**src/rtl/pwm_meter.sv**
```systemverilog
module pwm_meter #(
  parameter int CW = 16,
  parameter int PW = 8,
  parameter int TW = 24,
  parameter int HAS_FALL = 1
) (
  input  logic          clk,
  input  logic          rst_n,
  input  logic          pin,
  input  logic          start,
  input  logic [PW-1:0] tick_div,
  input  logic [1:0]    edge_sel,
  input  logic [TW-1:0] tmo_lim,
  output logic          busy,
  output logic          done,
  output logic          err,
  output logic [CW-1:0] period,
  output logic [CW-1:0] high
);

  logic          s1, s2, s3;
  logic [1:0]    code;
  logic [2:0]    rdiv, fdiv, emask;
  logic [CW-1:0] cnt, rcap, fcap, t0;
  logic [PW-1:0] pcnt;
  logic [TW-1:0] tmo;
  logic          have_t0;
  logic [1:0]    pend;

  wire rise   = s2 & ~s3;
  wire fall   = ~s2 & s3;
  assign emask = 3'b111 >> (2'd3 - code);
  wire rise_q = busy & rise & (rdiv == emask);
  wire fall_q = busy & fall & (fdiv == emask) & (HAS_FALL != 0);
  wire fin    = pend[1] & have_t0;

  logic [CW-1:0] praw, hraw, h1, pshift, h2;
  assign praw   = rcap - t0;
  assign hraw   = fcap - t0;
  assign h1     = (hraw > praw) ? hraw - praw : hraw;
  assign pshift = praw >> code;
  assign h2     = (code != 2'd0 && h1 >= pshift) ? pshift - (praw - h1) : h1;

  always_ff @(posedge clk or negedge rst_n) begin
    if (!rst_n) begin
      {s3, s2, s1} <= '0;
    end else begin
      {s3, s2, s1} <= {s2, s1, pin};
    end
  end

  always_ff @(posedge clk or negedge rst_n) begin
    if (!rst_n) begin
      busy <= 1'b0; done <= 1'b0; err <= 1'b0;
      period <= '0; high <= '0;
      code <= '0; rdiv <= '0; fdiv <= '0;
      cnt <= '0; pcnt <= '0; tmo <= '0;
      rcap <= '0; fcap <= '0; t0 <= '0;
      have_t0 <= 1'b0; pend <= '0;
    end else begin
      done <= 1'b0;
      if (!busy) begin
        if (start) begin
          busy <= 1'b1; err <= 1'b0;
          cnt <= '0; pcnt <= '0; tmo <= '0;
          rdiv <= '0; fdiv <= '0;
          have_t0 <= 1'b0; pend <= '0;
          code <= edge_sel;
        end
      end else begin
        tmo <= tmo + 1'b1;
        if (pcnt == tick_div) begin
          pcnt <= '0;
          cnt  <= cnt + 1'b1;
        end else begin
          pcnt <= pcnt + 1'b1;
        end
        if (rise) rdiv <= (rdiv == emask) ? 3'd0 : rdiv + 3'd1;
        if (fall) fdiv <= (fdiv == emask) ? 3'd0 : fdiv + 3'd1;
        if (rise_q) rcap <= cnt;
        if (fall_q) fcap <= cnt;
        pend <= {pend[0], rise_q};
        if (pend[1] && !have_t0) begin
          t0      <= rcap;
          have_t0 <= 1'b1;
        end
        if (fin) begin
          period <= pshift;
          high   <= (HAS_FALL != 0) ? h2 : '0;
          done   <= 1'b1;
          busy   <= 1'b0;
        end else if ((tmo + 1'b1) == tmo_lim) begin
          done <= 1'b1;
          err  <= 1'b1;
          busy <= 1'b0;
        end
      end
    end
  end

  AST_DONE_PULSE: assert property (@(posedge clk) disable iff (!rst_n) done |=> !done);
  AST_DONE_IDLE: assert property (@(posedge clk) disable iff (!rst_n) done |-> !busy);
  AST_IDLE_FROZEN: assert property (@(posedge clk) disable iff (!rst_n) (!busy && !start) |=> $stable(cnt));
  AST_RESULT_HOLD: assert property (@(posedge clk) disable iff (!rst_n) !done |-> ($stable(period) && $stable(high)));
  AST_ERR_WITH_DONE: assert property (@(posedge clk) disable iff (!rst_n) $rose(err) |-> done);
  AST_TMO_BOUND: assert property (@(posedge clk) disable iff (!rst_n) (busy && tmo_lim != '0) |-> (tmo < tmo_lim));

endmodule

```
**config.mk**
```make
export PLATFORM = sky130hd
export DESIGN_NAME = pwm_meter
export DESIGN_NICKNAME = d
export VERILOG_FILES = /design/src/rtl/pwm_meter.sv
export SDC_FILE = /design/constraint.sdc
export NUM_CORES = 1
export LEC_CHECK = 0
export BUFFER_PORTS_ARGS = -buffer_cell sky130_fd_sc_hd__buf_2
export CORE_UTILIZATION = 60
export CTS_CLUSTER_DIAMETER = 200
export DETAILED_ROUTE_END_ITERATION = 16
export PLACE_DENSITY = 0.79
export SYNTH_ARGS = -nofsm -noshare
export SYNTH_HDL_FRONTEND = slang
export SYNTH_SLANG_ARGS = --single-unit
```
**constraint.sdc**
```tcl
create_clock -name clk -period 18.33 [get_ports clk]
set_clock_uncertainty 0.05 [all_clocks]
set_input_delay 2.7495 -clock clk [delete_from_list [all_inputs] [get_ports clk]]
set_output_delay 2.7495 -clock clk [all_outputs]
set_load 0.005 [all_outputs]
```
Yosys cells after proc, flatten, opt, wreduce, memory -nomap -nowiden
Index checks and enable logic that the tools add are counted.
W data, S select, Z words.
{"block": "classes", "n_lt_le_gt_ge": 2, "muxes": 32, "bitwise_logic": 10, "reduce_logical": 15, "addsub": 11, "n_shift": 2, "eq_ne": 10}
{"op": "$mux W16", "n": 5}
{"op": "$sub A16 B16 Y16", "n": 5}
{"op": "$mux W24", "n": 2}
{"op": "$add A24 B1 Y24 const B", "n": 1}
{"op": "$eq A24 B24 Y1", "n": 1}
{"op": "$mux W8", "n": 3}
{"op": "$mux W3", "n": 7}
{"op": "$reduce_and A2 Y1", "n": 9}
{"op": "$add A16 B1 Y16 const B", "n": 1}
{"op": "$ge A16 B16 Y1", "n": 1}
{"op": "$gt A16 B16 Y1", "n": 1}
{"op": "$shr A16 B2 Y16", "n": 1}
{"op": "$mux W1", "n": 13}
{"op": "$ne A2 B1 Y1 const B", "n": 5}
{"op": "$add A8 B1 Y8 const B", "n": 1}
{"op": "$eq A8 B8 Y1", "n": 1}
{"op": "$and A1 B1 Y1", "n": 7}
{"op": "$add A3 B1 Y3 const B", "n": 2}
{"op": "$eq A3 B3 Y1", "n": 2}
{"op": "$mux W2", "n": 2}
{"op": "$reduce_bool A2 Y1", "n": 2}
{"op": "$not A1 Y1", "n": 3}
{"op": "$reduce_and A3 Y1", "n": 1}
{"op": "$shr A3 B2 Y3 const A", "n": 1}
{"op": "other kinds (4)", "n": 5}
{"block": "word_totals", "output_inout_bits": 35, "inputBits": 38, "wordCells": 101, "ff_bits": 145}

Depth between registers and ports, before layout
Gate-level depths: netlist of the first run.
{"block": "logic_depth", "depth_word": 6, "depth_mapped": 36, "depth_no_buf": 34}

Least setup slack after synthesis of the first run
No wires, ideal clock.
{"block": "synth_timing", "path_kind": "register to register", "startpoint": "register rcap[0]", "endpoint": "register high[12]", "required_time_ns": 18.197, "path_stages_with_launch": 35, "path_slack_ns": 11.708, "setup_time_ns": 0.083, "arrival_time_ns": 6.489, "cell_sequence": "dfrtp_1 > inv_1 > ha_1 > inv_1 > fa_1 > a211oi_2 > o21ai_1 > a31oi_1 > a211oi_1 > o31a_1 > nor2_1 > xnor2_1 > inv_1 > ha_1 > nand4_1 > nor4_1 > a21oi_1 > o21ai_0 > a32oi_2 > buf_6 > mux2_2 > inv_1 > fa_1 > inv_1 > fa_1 > a21o_1 > a21o_1 > a21oi_1 > o21ai_0 > a211oi_1 > o21ai_0 > o211ai_1 > xnor2_1 > mux2i_1 > o21ai_0"}
{"block": "synth_via", "elab_chain_len": 6}
{"element": "start, declared", "line_no": "24", "rtl": "logic [CW-1:0] cnt, rcap, fcap, t0;"}
{"element": "start signal, assigned", "line_no": "80", "rtl": "if (rise_q) rcap <= cnt;"}
{"element": "$sub A16 B16 Y16 *", "line_no": "38", "rtl": "assign praw = rcap - t0;"}
{"element": "$sub A16 B16 Y16 or $gt A16 B16 Y1 (tied branches)", "line_no": "40", "rtl": "assign h1 = (hraw > praw) ? hraw - praw : hraw;"}
{"element": "$mux W16", "line_no": "40"}
{"element": "$sub A16 B16 Y16 or $ge A16 B16 Y1 (tied branches)", "line_no": "42", "rtl": "assign h2 = (code != 2'd0 && h1 >= pshift) ? pshift - (praw - h1) : h1;"}
{"element": "$sub A16 B16 Y16 or $logic_and A1 B1 Y1 (tied branches)", "line_no": "42"}
{"element": "$mux W16 *", "line_no": "42"}
{"element": "end signal, assigned", "line_no": "89", "rtl": "high <= (HAS_FALL != 0) ? h2 : '0;"}
{"element": "end, declared", "line_no": "18", "rtl": "output logic [CW-1:0] high"}
Every way passes the cells marked *; elsewhere a longest branch is shown, timed or not.
A chain may end at the register's enable or synchronous reset.

Worst setup path in the final report of the first run
Same ends and word-level chain as after synthesis.

==> impl_metrics.py, run 1 <==
metrics = {
    "status": {
        "status": "finished clean",
    },
    "clocking": {
        "clock-sinks": 145,
        "cts_setup_buffers": 0,
        "insertion_delay_ns": 0.43,
        "cts_buffer_depth": 2,
        "cts-root-buf": "clkbuf_16",
        "postCtsResizedCells": 0,
        "cts_buffers": 17,
        "cts.clk_slew.worst_paths_ns": 0.06,
        "tritoncts": "done",
        "htreeDepth": 4,
        "cts_hold_buf": 0,
    },
    "place": {
        "portBuffers": 72,
        "placed_cell_area_um2": 11600,
        "place_hpwl_mm": 17.9,
        "gp_congestion": 0.897,
    },
    "cells_and_area": {
        "n_fill_cell": 1407,
        "fin_nets": 1386,
        "syn2layout_area_growth_pct": 10.8,
        "seq_area_um2": 3630,
        "finalInstanceArea_um2": 12200,
        "drive_above_1_share_pct": 16.1,
        "antenna_cells": 0,
        "multi_input_area_um2": 6910,
    },
    "floorplanning": {
        "num_io_pins": 73,
        "die_w_um": 137,
        "core-area_um2": 18000,
        "die_area_um2": 18900,
        "die_h_um": 137,
        "rows": 49,
        "start_util_pct": 61.3,
    },
    "detailed_routing": {
        "routed_wl_mm": 24.1,
        "viasPerCell": 5.93,
        "vias": 8838,
        "dr.pass1.iters": 5,
        "wl_per_cell_um": 16.2,
        "drcViolationCount": 0,
        "drt_iter0_markers": 501,
        "drtAntennaViolNets": 0,
    },
    "timing": {
        "hold_viol_final": 0,
        "fin_crit_sh_pct": 41.5,
        "setup_tns_ns": 0,
        "slew_viol_final": 0,
        "worst_slew_pin_slew_ns": 0.879,
        "clock.fmax_mhz": 131,
        "setup_viol": 0,
        "maxSlewHeadroom_pct": 41.4,
        "fin_crit_ns": 7.61,
        "rsz0062_at_grt": "no",
    },
    "grt": {
        "grt_max_degree": 74,
        "antenna_found_initial": 0,
        "overflow": 0,
        "first_global_vias": 8731,
        "grt_pass1_wl_mm": 40.7,
        "grt_usage_pct": 27.3,
    },
    "logic_synthesis": {
        "synth_seq_cells": 145,
        "synth-compound-area-share_pct": 16.1,
        "netlist_area_um2": 11000,
        "syn_avg_cell_area_um2": 9.29,
        "synth_top_family_by_area": "compound AO/OA/AOI/OAI gates",
        "yosysMostFrequentCell": "dfrtp_1",
        "synth_simple_gate_area_share_pct": 14.5,
        "yosysWarnings": 0,
        "synth_xor_area_share_pct": 9.54,
        "netlist_top_cells_count": "145 x dfrtp_1, 103 x nand2_1, 93 x o21ai_0, 84 x inv_1, 83 x ha_1",
        "ys_seq_area_share_pct": 33.0,
        "ys.flop_type": "dfrtp_1",
        "syn_nets": 1323,
        "synthMuxAreaShare_pct": 9.88,
        "async_flop_share_pct": 100,
        "synth-adder-area-share_pct": 12.6,
        "synth-edff-count": 0,
        "synth_area_leader_cell": "dfrtp_1",
        "synth_top_area_share_pct": 33.0,
        "syn_inst": 1185,
        "synth_cell_types": 73,
        "ys_top_cells_by_area": "dfrtp_1 33%, ha_1 9.4%, mux2_2 6.4%, xnor2_1 5.1%, xor2_1 4.3%",
    },
    "run": {
        "maxCapViolations": 0,
    },
    "worst_setup_path": {
        "cp-start-kind": "flip-flop",
        "reg2regPathDepth": 34,
        "endpoint_kind": "flip-flop",
        "slowest_stage": "xnor2_1",
        "path_max_fanout": 20,
        "cpPeakStageDelay_ns": 0.50,
        "rrSetupSlack_ns": 10.72,
        "arrival_ns": 7.91,
        "timing.rr.end": "high[12]$_DFFE_PN0P_",
        "critical_path_class": "reg2reg",
        "cp.required_ns": 18.62,
        "r2r_start": "rcap[0]$_DFFE_PN0P_",
        "crit_start": "rcap[0]$_DFFE_PN0P_",
    },
    "worst_hold_path": {
        "hold_start": "s1$_DFF_PN0_",
        "min_path_cells": 0,
        "hold_end": "s2$_DFF_PN0_",
        "min_path_type": "reg2reg",
    },
}
==> cells in the final DEF, fill, tap and decap left out, drive strengths merged, types with 18 or more instances in the layout <==
cell,n
a21o,22
a21oi,42
and3,19
buf,81
clkbuf,21
dfrtp,145
ha,83
inv,86
mux2,65
mux2i,31
nand2,103
nand2b,29
nand3,33
nor2,68
nor3,18
o21ai,101
xnor2,65
xor2,54
==> area by class of cell <==
| class | count | area share (%) |
|---|---|---|
| timing repair buffer | 81 | 3.56 |
| clock inverter | 11 | 1.24 |
| tap | 229 | 2.35 |
| clock buffer | 21 | 3.86 |
| multi-input combinational | 919 | 56.7 |
| sequential | 145 | 29.8 |
| inverter | 84 | 2.58 |
==> how the worst max path moves through the flow <==
stage / cells after the start / end / slack (ns)
6_report: 34 / high[12]$_DFFE_PN0P_ / 10.72
4_1_cts: 34 / high[12]$_DFFE_PN0P_ / 10.69
3_5_place_dp: 34 / high[12]$_DFFE_PN0P_ / 10.75
5_1_grt: 34 / high[14]$_DFFE_PN0P_ / 10.11
2_1_floorplan: 34 / high[12]$_DFFE_PN0P_ / 11.71
3_3_place_gp: 34 / high[14]$_DFFE_PN0P_ / 11.02
==> metal layers <==
metal	track usage [%]	part of all wire (%)	vias up	wire [µm]
met5	0	0	-	0
met4	9.95	2.1	0	501
met3	3.83	3.3	50	788
met2	46.7	48	179	11700
met1	35.0	46	4296	11100
li1	-	-	4313	-
==> state kept, by name, summed over array words and instances, names as in the netlist, 8 cells and up <==
| signal | count |
|---|---|
| pcnt | 8 |
| rcap | 16 |
| period | 16 |
| tmo | 24 |
| high | 16 |
| t0 | 16 |
| fcap | 16 |
| cnt | 16 |
==> worst max-delay path: cells and delay by family, from the launching register on <==
family	cells	cell delay (ns)
AOI/OAI and AO/OA	18	3.23
xor gates and xnor gates	2	0.66
adders and majority gates	5	1.83
buffers and inverters	5	0.57
DFF	1	0.37
muxes	2	0.33
and+or+nand+nor	2	0.46
==> stage by stage <==
stage	instances	util, %	setup WS, ns	hold WS, ns
global route	1490	67.9	10.11	0.312
floorplan	1185	-	11.71	0.281
finish	1490	67.9	10.72	0.295
global placement	1458	64.4	11.02	0.284
detailed placement	1458	64.4	10.75	0.286
CTS	1490	67.9	10.69	0.299
==> logic make-up after synthesis <==
kind of cell	Yosys count
AO/OA/AOI/OAI	271
AND/OR/NAND/NOR	330
multiplexers	98
adder cells (fa/ha/maj)	101
XOR/XNOR	119
buffers and inverters	121
flip-flops	145
Power of run 1 is not shown: default switching activity piles up to over one toggle a cycle in this logic, so the estimate is an artifact.
==> run 2, diff against run 1 <==
- ABC_AREA: default -> 1
- clock period: 18.33 -> 7.9 ns (I/O delays scaled with it)
==> run 2 against run 1 <==
Against the previous run:
- register-to-register slack worse by 9.4 ns
- sequential share of layout area down 0.90 points
- die area increased by 3.1%
- final cell count up 24%
- via count grew 15%
- global-route usage is 1.9 points higher
- first-iteration DRC count up 34%
- count of clock-buffer cells in the layout is 1 lower
- core utilization rose by 0.93 points
- final area is 3.1% higher
- synthesized cell count increased by 30%
- flip-flop and latch count unchanged
- critical endpoint is now high[15]$_DFFE_PN0P_
- largest cell class unchanged
==> impl_metrics.py, run 2 <==
metrics = {
    "grt": {
        "grt_pass1_wl_mm": 45.9,
        "grt_max_degree": 75,
        "antenna_found_initial": 0,
        "grt_usage_pct": 29.2,
        "overflow": 0,
        "first_global_vias": 9825,
    },
    "worst_setup_path": {
        "reg2regPathDepth": 38,
        "r2r_start": "t0[2]$_DFFE_PN0P_",
        "endpoint_kind": "flip-flop",
        "cp-start-kind": "flip-flop",
        "slowest_stage": "ha_1",
        "critical_path_class": "reg2reg",
        "rrSetupSlack_ns": 1.34,
        "arrival_ns": 6.83,
        "cp.required_ns": 8.17,
        "path_max_fanout": 23,
        "timing.rr.end": "high[15]$_DFFE_PN0P_",
        "cpPeakStageDelay_ns": 0.36,
    },
    "cells_and_area": {
        "final_cell_mix": "395 x nand2_1, 225 x inv_1, 145 x dfrtp_1",
        "fin_nets": 1739,
        "regMostFlops": "tmo",
        "final_common_cell": "nand2_1",
        "n_fill_cell": 1556,
        "syn2layout_area_growth_pct": 10.8,
        "largest_register_ffs": 24,
        "antenna_cells": 0,
        "drive_above_1_share_pct": 10.5,
        "instances_no_fill": 1843,
    },
    "timing": {
        "setup_viol": 0,
        "fin_crit_ns": 6.56,
        "setup_tns_ns": 0,
        "rsz0062_at_grt": "no",
        "fin_crit_sh_pct": 83.0,
        "worst_slew_pin_slew_ns": 1.17,
        "slew_viol_final": 0,
        "clock.fmax_mhz": 153,
        "hold_viol_final": 0,
        "maxSlewHeadroom_pct": 22.0,
    },
    "place": {
        "place_hpwl_mm": 20.7,
        "portBuffers": 72,
        "gp_congestion": 0.997,
        "dp_cells": 1811,
    },
    "detailed_routing": {
        "drt_iter0_markers": 669,
        "wl_per_cell_um": 14.5,
        "vias": 10200,
        "drcViolationCount": 0,
        "routed_wl_mm": 26.8,
        "drtAntennaViolNets": 0,
        "viasPerCell": 5.53,
        "dr.pass1.iters": 5,
    },
    "logic_synthesis": {
        "synth-edff-count": 0,
        "yosysWarnings": 0,
        "netlist_top_cells_count": "395 x nand2_1, 225 x inv_1, 145 x dfrtp_1, 106 x o21ai_0, 93 x nand3_1",
        "syn_avg_cell_area_um2": 7.39,
        "async_flop_share_pct": 100,
        "synth_cell_types": 58,
        "synth_top_area_share_pct": 32.0,
        "syn_inst": 1535,
        "yosysMostFrequentCell": "nand2_1",
        "ys_seq_area_share_pct": 32.0,
        "ys.flop_type": "dfrtp_1",
        "synth_seq_cells": 145,
        "synth_area_leader_cell": "dfrtp_1",
        "netlist_area_um2": 11300,
        "syn_nets": 1673,
        "ys_top_cells_by_area": "dfrtp_1 32%, nand2_1 13%, ha_1 9.2%, inv_1 7.4%, xor2_1 5.2%",
    },
    "clocking": {
        "tritoncts": "done",
        "cts_hold_buf": 0,
        "cts_buffer_depth": 2,
        "cts-root-buf": "clkbuf_16",
        "postCtsResizedCells": 0,
        "insertion_delay_ns": 0.43,
        "clock-sinks": 145,
        "cts_setup_buffers": 0,
        "cts_buffers": 17,
        "cts.clk_slew.worst_paths_ns": 0.07,
        "htreeDepth": 4,
    },
    "run": {
        "maxCapViolations": 0,
    },
    "floorplanning": {
        "die_area_um2": 19500,
        "start_util_pct": 62.1,
        "die_w_um": 140,
        "rows": 49,
        "core-area_um2": 18300,
        "die_h_um": 140,
        "num_io_pins": 73,
    },
    "worst_hold_path": {
        "min_path_cells": 0,
        "hold_end": "s2$_DFF_PN0_",
        "min_path_type": "reg2reg",
        "hold_start": "s1$_DFF_PN0_",
    },
    "status": {
        "status": "finished clean",
    },
}
## run 2: cell families after synthesis
| group | share of synthesized area (%) |
|---|---|
| XOR/XNOR | 7.75 |
| flip-flops | 32.0 |
| multiplexers | 1.15 |
| AND/OR/NAND/NOR | 25.7 |
| buffers and inverters | 8.91 |
| adder cells (fa/ha/maj) | 12.2 |
| AO/OA/AOI/OAI | 12.4 |
## run 2: metal layers
metal  wire (µm)  vias to the layer above  GRT usage [%]
met1       12700                     4715           40.0
met5           0                        -              0
met3        1370                       42           4.23
met2       12300                      306           48.1
li1            -                     5124              -
met4         431                        0           8.25
## run 2: per-stage QoR
step                      setup slack, ns  cell area [µm²]  utilization, %  hold WS [ns]
after floorplan                      2.28            11300               -         0.281
after global placement               1.68            11900            65.2         0.283
after detailed placement             1.48            11900            65.2         0.286
after CTS                            1.42            12600            68.8         0.300
after global routing                0.368            12600            68.8         0.306
final                                1.34            12600            68.8         0.297
## run 2: critical path, delay by kind of cell, from the launching register on
kind,cells,cell delay (ns)
xor gates and xnor gates,1,0.26
and+or+nand+nor,23,2.94
buffers and inverters,4,0.29
DFF,1,0.35
AOI/OAI and AO/OA,6,1.21
adders and majority gates,4,1.33
## run 2: worst max path at each step
stage / start / slack, ns / depth (start not counted) / end
3_3_place_gp: fcap[2]$_DFFE_PN0P_ / 1.68 / 36 / high[15]$_DFFE_PN0P_
4_1_cts: t0[2]$_DFFE_PN0P_ / 1.42 / 38 / high[15]$_DFFE_PN0P_
3_5_place_dp: t0[2]$_DFFE_PN0P_ / 1.48 / 37 / high[15]$_DFFE_PN0P_
5_1_grt: t0[2]$_DFFE_PN0P_ / 0.37 / 38 / high[15]$_DFFE_PN0P_
6_report: t0[2]$_DFFE_PN0P_ / 1.34 / 38 / high[15]$_DFFE_PN0P_
2_1_floorplan: fcap[2]$_DFFE_PN0P_ / 2.28 / 37 / high[15]$_DFFE_PN0P_
## run 2: final cells by class
cell class                      instances  area, µm²  area share (%)
Clock buffer                           20        467            3.71
Clock inverter                         12        193            1.53
Inverter                              233        875            6.95
Multi-Input combinational cell       1125       6710            53.3
Sequential cell                       145       3630            28.9
Tap cell                              229        287            2.28
Timing Repair Buffer                   79        419            3.33
Power of run 2 is left out for the same reason.
